`src/rtl/czi_pkg.sv`:
```
package czi_pkg;
  parameter int DATA_W = 64;
  parameter int BYTE_W = 8;
  parameter int HALF_W = 16;
  parameter int IDX_W  = 4;
  localparam int N_BYTE = DATA_W / BYTE_W;
  localparam int N_HALF = DATA_W / HALF_W;

  typedef struct packed {
    logic capture;
    logic clear;
  } czi_strobe_t;
endpackage

```
`src/rtl/czi_ctrl.sv`:
```
module czi_ctrl
  import czi_pkg::*;
(
  input  logic        clk,
  input  logic        rst,
  input  logic        inValid,
  output logic        inReady,
  output logic        outValid,
  output czi_strobe_t strobe
);
  logic validReg;

  assign inReady        = !rst;
  assign strobe.capture = inValid && inReady;
  assign strobe.clear   = rst;

  always_ff @(posedge clk) begin
    if (rst) validReg <= 1'b0;
    else     validReg <= strobe.capture;
  end

  assign outValid = validReg;
endmodule

```
`src/rtl/czi_datapath.sv`:
```
module czi_datapath
  import czi_pkg::*;
(
  input  logic              clk,
  input  czi_strobe_t       strobe,
  input  logic [DATA_W-1:0] operand,
  input  logic              halfMode,
  input  logic              scanRight,
  output logic [DATA_W-1:0] index
);
  localparam logic [IDX_W-1:0] BYTE_NONE = IDX_W'(N_BYTE);
  localparam logic [IDX_W-1:0] HALF_NONE = IDX_W'(N_HALF);

  logic [N_BYTE-1:0] byteZero;
  logic [N_HALF-1:0] halfZero;
  logic [IDX_W-1:0]  byteLeft, byteRight, halfLeft, halfRight, nextIdx, idxReg;

  for (genvar b = 0; b < N_BYTE; b++) begin : g_byte
    assign byteZero[b] = ~|operand[b*BYTE_W +: BYTE_W];
  end
  for (genvar h = 0; h < N_HALF; h++) begin : g_half
    assign halfZero[h] = ~|operand[h*HALF_W +: HALF_W];
  end

  always_comb begin
    byteLeft  = BYTE_NONE;
    byteRight = BYTE_NONE;
    for (int k = N_BYTE - 1; k >= 0; k--) begin
      if (byteZero[N_BYTE-1-k]) byteLeft  = IDX_W'(k);
      if (byteZero[k])          byteRight = IDX_W'(k);
    end
  end

  always_comb begin
    halfLeft  = HALF_NONE;
    halfRight = HALF_NONE;
    for (int k = N_HALF - 1; k >= 0; k--) begin
      if (halfZero[N_HALF-1-k]) halfLeft  = IDX_W'(k);
      if (halfZero[k])          halfRight = IDX_W'(k);
    end
  end

  always_comb begin
    unique case ({halfMode, scanRight})
      2'b00:   nextIdx = byteLeft;
      2'b01:   nextIdx = byteRight;
      2'b10:   nextIdx = halfLeft;
      default: nextIdx = halfRight;
    endcase
  end

  always_ff @(posedge clk) begin
    if (strobe.clear)        idxReg <= '0;
    else if (strobe.capture) idxReg <= nextIdx;
  end

  assign index = {{(DATA_W-IDX_W){1'b0}}, idxReg};
endmodule

```
`src/rtl/czi_top.sv`:
```
module czi_top
  import czi_pkg::*;
(
  input  logic              clk,
  input  logic              rst,
  input  logic              inValid,
  output logic              inReady,
  input  logic [DATA_W-1:0] inOperand,
  input  logic              inHalfMode,
  input  logic              inScanRight,
  output logic              outValid,
  output logic [DATA_W-1:0] outIndex
);
  czi_strobe_t strobe;

  czi_ctrl u_ctrl (
    .clk      (clk),
    .rst      (rst),
    .inValid  (inValid),
    .inReady  (inReady),
    .outValid (outValid),
    .strobe   (strobe)
  );

  czi_datapath u_dp (
    .clk       (clk),
    .strobe    (strobe),
    .operand   (inOperand),
    .halfMode  (inHalfMode),
    .scanRight (inScanRight),
    .index     (outIndex)
  );
endmodule

```
`config.mk`:
```
export PLATFORM = sky130hd
export DESIGN_NAME = czi_top
export DESIGN_NICKNAME = d
export VERILOG_FILES = /design/src/rtl/czi_pkg.sv /design/src/rtl/czi_ctrl.sv /design/src/rtl/czi_datapath.sv /design/src/rtl/czi_top.sv
export SDC_FILE = /design/constraint.sdc
export NUM_CORES = 1
export LEC_CHECK = 0
export BUFFER_PORTS_ARGS = -buffer_cell sky130_fd_sc_hd__buf_4
export CORE_MARGIN = 2
export CORE_UTILIZATION = 34
export CTS_CLUSTER_DIAMETER = 120
export DETAILED_ROUTE_END_ITERATION = 8
export PLACE_DENSITY_LB_ADDON = 0.1
export SYNTH_ARGS = -nofsm -noshare
export SYNTH_HDL_FRONTEND = slang
export SYNTH_HIERARCHICAL = 1
export SYNTH_SLANG_ARGS = --single-unit
```
`constraint.sdc`:
```
create_clock -name clk -period 2.05 [get_ports clk]
set_input_delay 0.1025 -clock clk [delete_from_list [all_inputs] [get_ports clk]]
set_output_delay 0.1025 -clock clk [all_outputs]
set_load 0.02 [all_outputs]
```
==> results of run 1 <==
logic make-up after synthesis:
family | synth area share
buffers and inverters | 0.395
AOI/OAI and AO/OA | 0.173
DFF | 0.0843
other | 0.00316
and+or+nand+nor | 0.345
how the worst min path moves through the flow:
| stage | end | slack (ns) | cells after the start |
|---|---|---|---|
| final | u_dp/idxReg[3] | 0.07 | 2 |
| after floorplan | u_ctrl/outValid | 0.17 | 1 |
| after detailed placement | u_dp/idxReg[3] | 0.32 | 2 |
| after CTS | u_dp/idxReg[3] | 0.06 | 2 |
| after global placement | u_ctrl/outValid | 0.32 | 2 |
| after global routing | u_ctrl/outValid | 0.07 | 2 |
registers in the layout (all words and copies together) (netlist names):
| register | flops |
|---|---|
| u_dp/idxReg | 4 |
| u_ctrl/outValid | 1 |
stage by stage:
| step | hold WS [ns] | setup WS, ns |
|---|---|---|
| 5_1_grt | 0.0694 | 0.176 |
| 3_3_place_gp | 0.325 | 0.221 |
| 2_1_floorplan | 0.174 | 0.426 |
| 3_5_place_dp | 0.324 | 0.199 |
| 4_1_cts | 0.0601 | 0.445 |
| 6_report | 0.0690 | 0.411 |
power by group through the flow:
stage | combinational (µW) | sequential, µW | clock, µW
5_1_grt | 281 | 105 | 132
6_report | 263 | 105 | 118
3_5_place_dp | 261 | 107 | 0
3_3_place_gp | 261 | 107 | 0
4_1_cts | 261 | 105 | 126
2_1_floorplan | 223 | 112 | 0
cells in the final DEF, fill, tap and decap left out, types with 4 or more instances in the layout:
master	Yosys	layout
and2_1	5	5
nor3_1	4	4
nor2_1	5	5
nor4_1	13	13
or4_4	6	6
buf_4	61	75
nand4_1	4	4
dfxtp_1	5	5
conb_1	1	60
nand2_1	6	6
worst max-delay path, cell delays in order:
cell and delay [ns]:
buf_4 0.11, nor4_1 0.47, nand4_1 0.34, a31o_2 0.35, a2111oi_2 0.28, a211oi_1 0.11
cell usage after synthesis, types with 2 or more instances:
library cell and number:
dfxtp_1 5, nor4_1 13, o211ai_1 3, or4_1 2, nor2b_1 3, or4_4 6, nand2_1 6, buf_4 61
a21oi_1 3, o21bai_1 3, o31ai_1 2, nor3_1 4, a211oi_1 2, nand4_1 4, nor2_1 5, and2_1 5
nor4_4 2, nand2b_1 3, a41oi_1 2
final cells by class:
class / count / share of cell area
multi-input combinational: 144 / 0.528
timing repair buffer: 75 / 0.354
sequential: 5 / 0.0629
tap: 46 / 0.0362
clock buffer: 4 / 0.0165
inverter: 1 / 0.00236
metal layers:
layer | wire length [µm] | part of all wire
met5 | 0 | 0
met4 | 0 | 0
met2 | 1380 | 0.48
met3 | 421 | 0.15
met1 | 1060 | 0.37
==> results.md, run 1 <==
- Outcome: finished, final reports clean
- Fillers: roughly 350
- Non-filler cells, final: around 280
- Internal power: approximately 290 µW
- Pwr/cell area: between 300 and 400 nW/µm²
- I/O pin count: around 140
- Setup Crit Path Kind: input pin to register
- Period utilization: 0.799
- Worst Tran Pin Value: approximately 0.6 ns
- Multi-input logic area: roughly 840 µm²
- Max Slew Vio Count: 0
- Max Fclk: about 0.61 GHz
- Tot GR Track Use: 0.128
- Peak VDD IR: around 160 µV
- Starting Density: 0.356
- Worst setup EP type: register
- Hold Buf Count CTS: 0
- YS warnings: 6
- Tmin final: ~1.6 ns
- Worst Hold Class: input pin to register
- Core Area: 3340 µm²
- Initial DRC count: 28
- P&R area growth vs syn: 33.9%
- Clock buffer depth: 2
- TritonRoute pass-1 iters: 4
- Overall power: approximately 490 µW
- Post-synth EDFFs: 0
- Global route overflow: 0
- Wirelength, routed: ~2.9 mm
- P_leak: around 0.00080 µW
- R2R Setup Slk: approximately 1.1 ns
- Yosys top cell area share: 0.386
- Critical path launch point: inOperand[25]
- Row cnt: 21
- Hold_sp: rst
- Clk_lat worst skew: 0.25 ns
- Sequential area share after synthesis: 0.0843
- Sw Share: 0.412
- Antenna diode count: 0
- Max_cap viols: 0
- DRC viols: 0
- Clk_skew: 0 ns
- CP arrival: 1.76 ns
- Switching power: 200 µW
- Max FO, Critical Path: 5
- Relative slew slack: 0.585
- TritonCTS buffer count: 3
- First-pass GRT wire length: between 4 and 5 mm
- Distinct cell type count after synthesis: 39
- Post-DP HPWL: around 2.5 mm
- Via count: 1237
- CTS H-tree lvls: 1
- Post-route setup TNS: 0 ns
- Ys flop type: dfxtp_1
- Required @ worst endpoint: 2.17 ns
- Global routing's busiest layer: met2
- Flops & latches, synth: 5
- CTS resizes: 0
- Gate Count Post-Synth: ~150
- R2R Path End: u_dp/idxReg[0]
- Final setup violation count: 0
- Clk sinks: 5
- Register share of total power: 0.216
- Clock slew at reported path FFs: approximately 0.05 ns
- Clock Power Share: 0.243
- Syn avg cell area: just under 8 µm²
- Post-CTS setup buffers: 0
- Async S/R FF share, synth: 0
- DRT antenna net count: 0
- Die Width: approximately 63 µm
- CTS tree: yes
- Chip height: between 60 and 70 µm
- Netlist Area Pre-Place: between 1000 and 1500 µm²
- Vias in the first global route: a little over 1000
- Combinational cell fraction of total power: 0.541
- CP Launch Type: input pin
- Initial antenna violation count: 0
- Per-cell routed wire length: around 10 µm
- Layout cells sized above 1: 0.397
- CTS Root Cell: clkbuf_4
- Fin area: 1590 µm²
- Number of buffers added on ports: 74
- CP Capture Point: u_dp/idxReg[0]
- Share of the core filled with cells: 0.477
- Synth area leaders: buf_4 39%, dfxtp_1 8.4%, nor4_1 6.8%
- Post-Place Cells: 271
- GR Util met1: 0.137
- Met2 GRT Util: 0.226
- NumNets Final: between 200 and 300
- Vias/cell: 4.50
- Sequential cell area: around 100 µm²
- RSZ-0062 raised after global routing: no
- Largest net degree at the start of global routing: 10
- Worst reg2reg path depth: 3
- Synth area leader: buf_4
- Die ar.: between 3000 and 4000 µm²
- Reg2reg start: u_dp/idxReg[0]
- GPL Wtd Cong: about 0.78
- Post-Place Cell Area: between 1500 and 2000 µm²
- Global-route met3 utilization: 0.0446
- Final Hold Viols: 0
Note: power is estimated with default switching activity, not from simulation.
==> run 2, diff against run 1 <==
--- a/config.mk
+++ b/config.mk
@@ -5,9 +5,10 @@
 export SDC_FILE = /design/constraint.sdc
 export NUM_CORES = 1
 export LEC_CHECK = 0
+export ABC_AREA = 1
 export BUFFER_PORTS_ARGS = -buffer_cell sky130_fd_sc_hd__buf_4
 export CORE_MARGIN = 2
-export CORE_UTILIZATION = 34
+export CORE_UTILIZATION = 31
 export CTS_CLUSTER_DIAMETER = 120
 export DETAILED_ROUTE_END_ITERATION = 8
 export PLACE_DENSITY_LB_ADDON = 0.1
==> constraint.sdc (replaced) <==
create_clock -name clk -period 1.5 [get_ports clk]
set_input_delay 0.075 -clock clk [delete_from_list [all_inputs] [get_ports clk]]
set_output_delay 0.075 -clock clk [all_outputs]
set_load 0.02 [all_outputs]
==> run 2 against run 1 <==
Design area rose by 2.5%. Critical path depth grew 5. Final cell count rose by 21%. Wire length down 11%. Critical endpoint unchanged. Sequential share of layout area decreased by 0.15 points. Power is 56% higher. Setup slack better by 0.086 ns. Synthesized cell count rose by 36%. Worst hold slack worse by 0.016 ns. Largest power group unchanged. Largest cell class unchanged. Register-to-register slack got worse by 0.26 ns. Via count rose by 1.9%.
==> results.md, run 2 <==
- Outcome: finished, final reports clean
- Tot GR Track Use: 0.109
- Internal power: about 470 µW
- Sw Share: 0.376
- Worst Hold Class: input pin to register
- Syn avg cell area: between 5 and 6 µm²
- Met1 WL: around 900 µm
- CTS tree: yes
- Combinational cell fraction of total power: 0.485
- Chip height: between 60 and 70 µm
- Number of buffers added on ports: 74
- Synth area leaders: buf_4 38%, nand2_1 13%, nor2_1 12%
- Largest net degree at the start of global routing: 7
- Post-synth EDFFs: 0
- Met3 Routed Length: ~320 µm
- P&R area growth vs syn: 35.2%
- Hold Buf Count CTS: 0
- Max FO, Critical Path: 4
- Critical path depth in cells: 11
- Post-route setup TNS: 0 ns
- Netlist Area Pre-Place: about 1200 µm²
- Core Area: 3690 µm²
- WHS: roughly 0.053 ns
- Max incr delay on CP: 0.15 ns
- Required @ worst endpoint: approximately 1.6 ns
- Worst path top cell family by delay: simple AND/OR/NAND/NOR gates
- Reg2reg start: u_dp/idxReg[1]
- Final Hold Viols: 0
- Synth area leader: buf_4
- Register share of total power: 0.191
- TritonRoute pass-1 iters: 4
- Max Slew Vio Count: 0
- Clk_lat worst skew: roughly 0.22 ns
- Peak VDD IR: 222 µV
- Uppermost routed layer: met3
- Slowest-stage cell, CP: nand4_2
- Most frequent cells in the layout: 74 x buf_4, 60 x conb_1, 42 x nand2_1
- RSZ-0062 raised after global routing: no
- Pwr/cell area: 465 nW/µm²
- Setup Crit Path Kind: input pin to register
- Fillers: between 400 and 500
- Layout cells sized above 1: 0.319
- TritonCTS buffer count: 3
- Top reg by flops: u_dp/idxReg
- Starting Density: 0.327
- Row cnt: 22
- Met2 Wirelength: ~1.3 mm
- Vias/cell: between 3 and 4
- Switching power: between 200 and 300 µW
- Period utilization: 0.669
- DRT antenna net count: 0
- Wirelength, routed: 2.53 mm
- Post-CTS setup buffers: 0
- Yosys top cell area share: 0.380
- Hold depth: 2
- Hold Path End: u_ctrl/outValid
- CP Launch Type: input pin
- Worst setup EP type: register
- Via count: about 1300
- P_leak: ~0.0011 µW
- Die Width: roughly 66 µm
- GPL Wtd Cong: just over 0.8
- Flip-flop count of the largest register after layout: 4
- Vias in the first global route: 1000
- DRC viols: 0
- Clock slew at reported path FFs: about 0.040 ns
- CTS H-tree lvls: 1
- Ys flop type: dfxtp_1
- Crit-path most repeated cell: nand2_1
- R2R Path End: u_dp/idxReg[1]
- Clk_skew: 0 ns
- Clock buffer depth: 2
- Hold_sp: rst
- Clock Power Share: 0.323
- Clk sinks: 5
- CP arrival: between 1 and 1.5 ns
- Max_cap viols: 0
- Sequential area share after synthesis: 0.0830
- Critical path buffers and inverters: 2
- Count leader, synth: buf_4
- Async S/R FF share, synth: 0
- Die ar.: between 4000 and 5000 µm²
- Tmin final: roughly 1.0 ns
- Distinct cell type count after synthesis: 23
- First-pass GRT wire length: ~3.9 mm
- Commonest non-fill, non-tap cell in the layout: buf_4
- Worst reg2reg path depth: 2
- Max Fclk: between 0.9 and 1 GHz
- NumNets Final: 355
- I/O pin count: approximately 140
- R2R Setup Slk: 0.83 ns
- Initial antenna violation count: 0
- CTS resizes: 0
- Post-DP HPWL: 2.36 mm
- YS warnings: 6
- Gate Count Post-Synth: between 200 and 250
- Per-cell routed wire length: between 7 and 8 µm
- CTS Root Cell: clkbuf_8
- Global route overflow: 0
- Initial DRC count: 10
- Final setup violation count: 0
- Critical Path, Cell by Cell: buf_4, nor2_1, nand4_2, inv_1, nand2_1, nand2_1, nand2_1, a21oi_1, nand3_1, nand2_1, a21oi_2
- Commonest cells in the netlist: 61 x buf_4, 42 x nand2_1, 38 x nor2_1
- Flops & latches, synth: 5
- Antenna diode count: 0
run 2: changes by cell type after synthesis, sizes merged, moves of 4 or more:
cell	before	now
o21ai	1	5
or4	8	0
nand2	6	44
nor2	5	42
nor4	15	0
and2	5	1
inv	1	28
nand3	0	6
run 2: cells by family after synthesis:
group,after synthesis,synth area share
flip-flops,5,0.0830
other,1,0.00311
buffers and inverters,90,0.470
AO/OA/AOI/OAI,13,0.0664
AND/OR/NAND/NOR,100,0.378
run 2: worst max-delay path by stage:
stage | endpoint | from | slack, ns
2_1_floorplan | u_dp/idxReg[0] | inOperand[63] | 0.52
3_3_place_gp | u_dp/idxReg[0] | inOperand[48] | 0.26
3_5_place_dp | u_dp/idxReg[0] | inOperand[3] | 0.27
4_1_cts | u_dp/idxReg[0] | inOperand[3] | 0.49
5_1_grt | u_dp/idxReg[0] | inOperand[48] | 0.34
6_report | u_dp/idxReg[0] | inOperand[23] | 0.50
run 2: per-layer routing:
layer  global-route usage  vias to the layer above
met2                0.199                       79
li1                     -                      661
met4               0.0204                        0
met3               0.0256                        0
met1                0.129                      520
met5                    0                        -
run 2: metrics by stage:
step / power (µW) / worst slack (ns) / instance area [µm²] / instances / util
final: 758 / 0.497 / 1630 / 333 / 0.442
after global routing: 816 / 0.341 / 1630 / 333 / 0.442
after floorplan: 476 / 0.519 / 1430 / 268 / -
after global placement: 513 / 0.258 / 1590 / 329 / 0.430
after detailed placement: 514 / 0.269 / 1590 / 329 / 0.430
after CTS: 765 / 0.490 / 1630 / 333 / 0.442
run 2: layout make-up:
cell class                      instances  area, µm²  share of cell area
Clock buffer                            4       45.0              0.0276
Timing Repair Buffer                   74        556               0.341
Sequential cell                         5        100              0.0614
Inverter                               29        109              0.0668
Multi-Input combinational cell        173        761               0.467
Tap cell                               48       60.1              0.0368
run 2: power groups by stage:
stage               Clock [µW]  Sequential, µW  Combinational (µW)
floorplan                    0             156                 320
global placement             0             147                 366
detailed placement           0             147                 367
CTS                        253             145                 367
global route               268             146                 402
finish                     245             145                 368
==> run 3, diff against run 2 <==
==> constraint.sdc (replaced) <==
create_clock -name clk -period 0.8 [get_ports clk]
set_input_delay 0.04 -clock clk [delete_from_list [all_inputs] [get_ports clk]]
set_output_delay 0.04 -clock clk [all_outputs]
set_load 0.02 [all_outputs]
==> run 3 against run 2 <==
The run now ends with setup timing left. Clock power grew 89%. Wire length grew 16%. Register-to-register slack lost 0.74 ns. Non-clock buffer count grew 19. Setup slack lost 0.59 ns. Global-route usage grew 1.7 points. Sequential power grew 88%. Design area grew 33%. Count of clock-buffer cells in the layout is the same. Final cell count grew 5.7%. Utilization grew 15 points. Flip-flop and latch count is the same. Critical path type unchanged. Highest routed layer unchanged.
==> results.md, run 3 (same netlist as run 2, synthesis figures left out) <==
- Outcome: finished, violations left
- Violated checks: setup timing
- Clk_lat worst skew: 0.22 ns
- Fillers: around 370
- R2R Setup Slk: about 0.090 ns
- Layout cells sized above 1: 0.595
- Worst path top cell family by delay: simple AND/OR/NAND/NOR gates
- Die Width: ~66 µm
- P_leak: 0.00122 µW
- Die ar.: around 4400 µm²
- CTS Root Cell: clkbuf_8
- Hold Buf Count CTS: 0
- Max Fclk: roughly 1.1 GHz
- CP Launch Type: input pin
- CTS tree: yes
- Worst reg2reg path depth: 2
- Number of buffers added on ports: 74
- I/O pin count: between 100 and 150
- Peak VDD IR: 418 µV
- Critical path launch point: inOperand[53]
- Per-cell routed wire length: 8.36 µm
- Worst Hold Class: input pin to register
- CP arrival: 1.00 ns
- Internal power: between 1000 and 1500 µW
- Clock Power Share: 0.280
- Starting Density: 0.327
- Dpl ws: -0.372 ns
- Max incr delay on CP: roughly 0.12 ns
- Combinational cell fraction of total power: 0.555
- Setup slack after layout: -0.0927 ns
- Chip height: roughly 66 µm
- Largest net degree at the start of global routing: 6
- TritonRoute pass-1 iters: 6
- Top reg by flops: u_dp/idxReg
- Initial DRC count: 29
- Wirelength, routed: 2.94 mm
- Row cnt: 22
- Hold_sp: inValid
- Tot GR Track Use: 0.126
- Flip-flop count of the largest register after layout: 4
- Clk sinks: 5
- Register share of total power: 0.165
- Slowest-stage cell, CP: a21oi_2
- Final Hold Viols: 0
- First-pass GRT wire length: roughly 4.6 mm
- TritonCTS buffer count: 3
- Most frequent cells in the layout: 70 x buf_4, 60 x conb_1, 26 x nor2_4
- Pwr/cell area: 759 nW/µm²
- DRT antenna net count: 0
- GPL Wtd Cong: roughly 0.8
- Worst setup EP type: register
- Critical path buffers and inverters: 4
- Switching power: between 600 and 700 µW
- Clock slew at reported path FFs: about 0.04 ns
- Reg2reg start: u_dp/idxReg[1]
- Vias in the first global route: 1181
- R2R Path End: u_dp/idxReg[1]
- Critical Path, Cell by Cell: buf_4, inv_2, nand2_2, nor2_4, buf_4, nand3_2, clkinv_1, nor2_1, a21oi_2, nand3_2, nand2_2, a21oi_2
- Global route overflow: 0
- Max_cap viols: 0
- DRC viols: 0
- Max FO, Critical Path: 2
- Required @ worst endpoint: 0.91 ns
- Vias/cell: roughly 3.8
- Tmin final: between 0.8 and 0.9 ns
- RSZ-0062 raised after global routing: yes
- Core Area: between 3000 and 4000 µm²
- Via count: 1353
- Initial antenna violation count: 0
- Antenna diode count: 0
- Critical path depth in cells: 12
- P&R area growth vs syn: 80.1%
- Post-route setup TNS: -0.202 ns
- Post-DP HPWL: approximately 2.4 mm
- NumNets Final: roughly 370
- Setup Crit Path Kind: input pin to register
- Period utilization: 1.12
- Final setup violation count: 4
- CTS H-tree lvls: 1
- Max Slew Vio Count: 0
- Commonest non-fill, non-tap cell in the layout: buf_4
- CP Capture Point: u_dp/idxReg[0]
- Sw Share: 0.392
- Clock buffer depth: 2
- Clk_skew: 0 ns
run 3: cell count changes in the layout (fill, tap and decap cells not counted), sizes merged:
cell	change
buf	+19
run 3: worst reg2reg max path, cell delays in order (launching register included):
cell	delay, ns
dfxtp_1	0.30
o21ai_0	0.22
a41oi_2	0.06
run 3: how the worst min path moves through the flow:
stage / end / slack (ns) / cells past startpoint
2_1_floorplan: u_ctrl/outValid / 0.11 / 1
3_3_place_gp: u_ctrl/outValid / 0.26 / 3
3_5_place_dp: u_ctrl/outValid / 0.26 / 3
4_1_cts: u_ctrl/outValid / 0.03 / 3
5_1_grt: u_ctrl/outValid / 0.04 / 3
6_report: u_ctrl/outValid / 0.04 / 3
run 3: cell type report:
type	instances	area, µm²	area share
multi-input cells	173	1070	0.493
repair buffers	93	785	0.361
inverters	29	111	0.0513
flip-flops and latches	5	100	0.0461
well taps	48	60.1	0.0276
clock buffers	4	45.0	0.0207
run 3: power by group through the flow:
stage	clock, µW	combinational, µW	sequential, µW
2_1_floorplan	0	609	293
3_3_place_gp	0	735	276
3_5_place_dp	0	737	275
4_1_cts	471	833	272
5_1_grt	490	988	273
6_report	462	915	272
run 3: what timing repair did:
item                                    in CTS  in global routing
pin swaps                                   39                 32
resized for setup                           55                 56
endpoints found under the setup margin       4                  4
setup buffers                                4                  0
run 3: per-stage QoR:
step                      std cells  instance area (µm²)  hold WS, ns  utilization  total power (µW)
after floorplan                 268                 1470        0.112            -               901
after global placement          344                 1740        0.259        0.472              1010
after detailed placement        344                 1740        0.260        0.472              1010
after CTS                       352                 2000       0.0336        0.542              1580
after global routing            352                 2170       0.0425        0.589              1750
final                           352                 2170       0.0367        0.589              1650
run 3: metal layers:
metal,up-vias,GRT usage,part of all wire
li1,705,-,-
met1,577,0.140,0.33
met2,71,0.248,0.58
met3,0,0.0239,0.099
met4,0,0.0204,0
met5,-,0,0
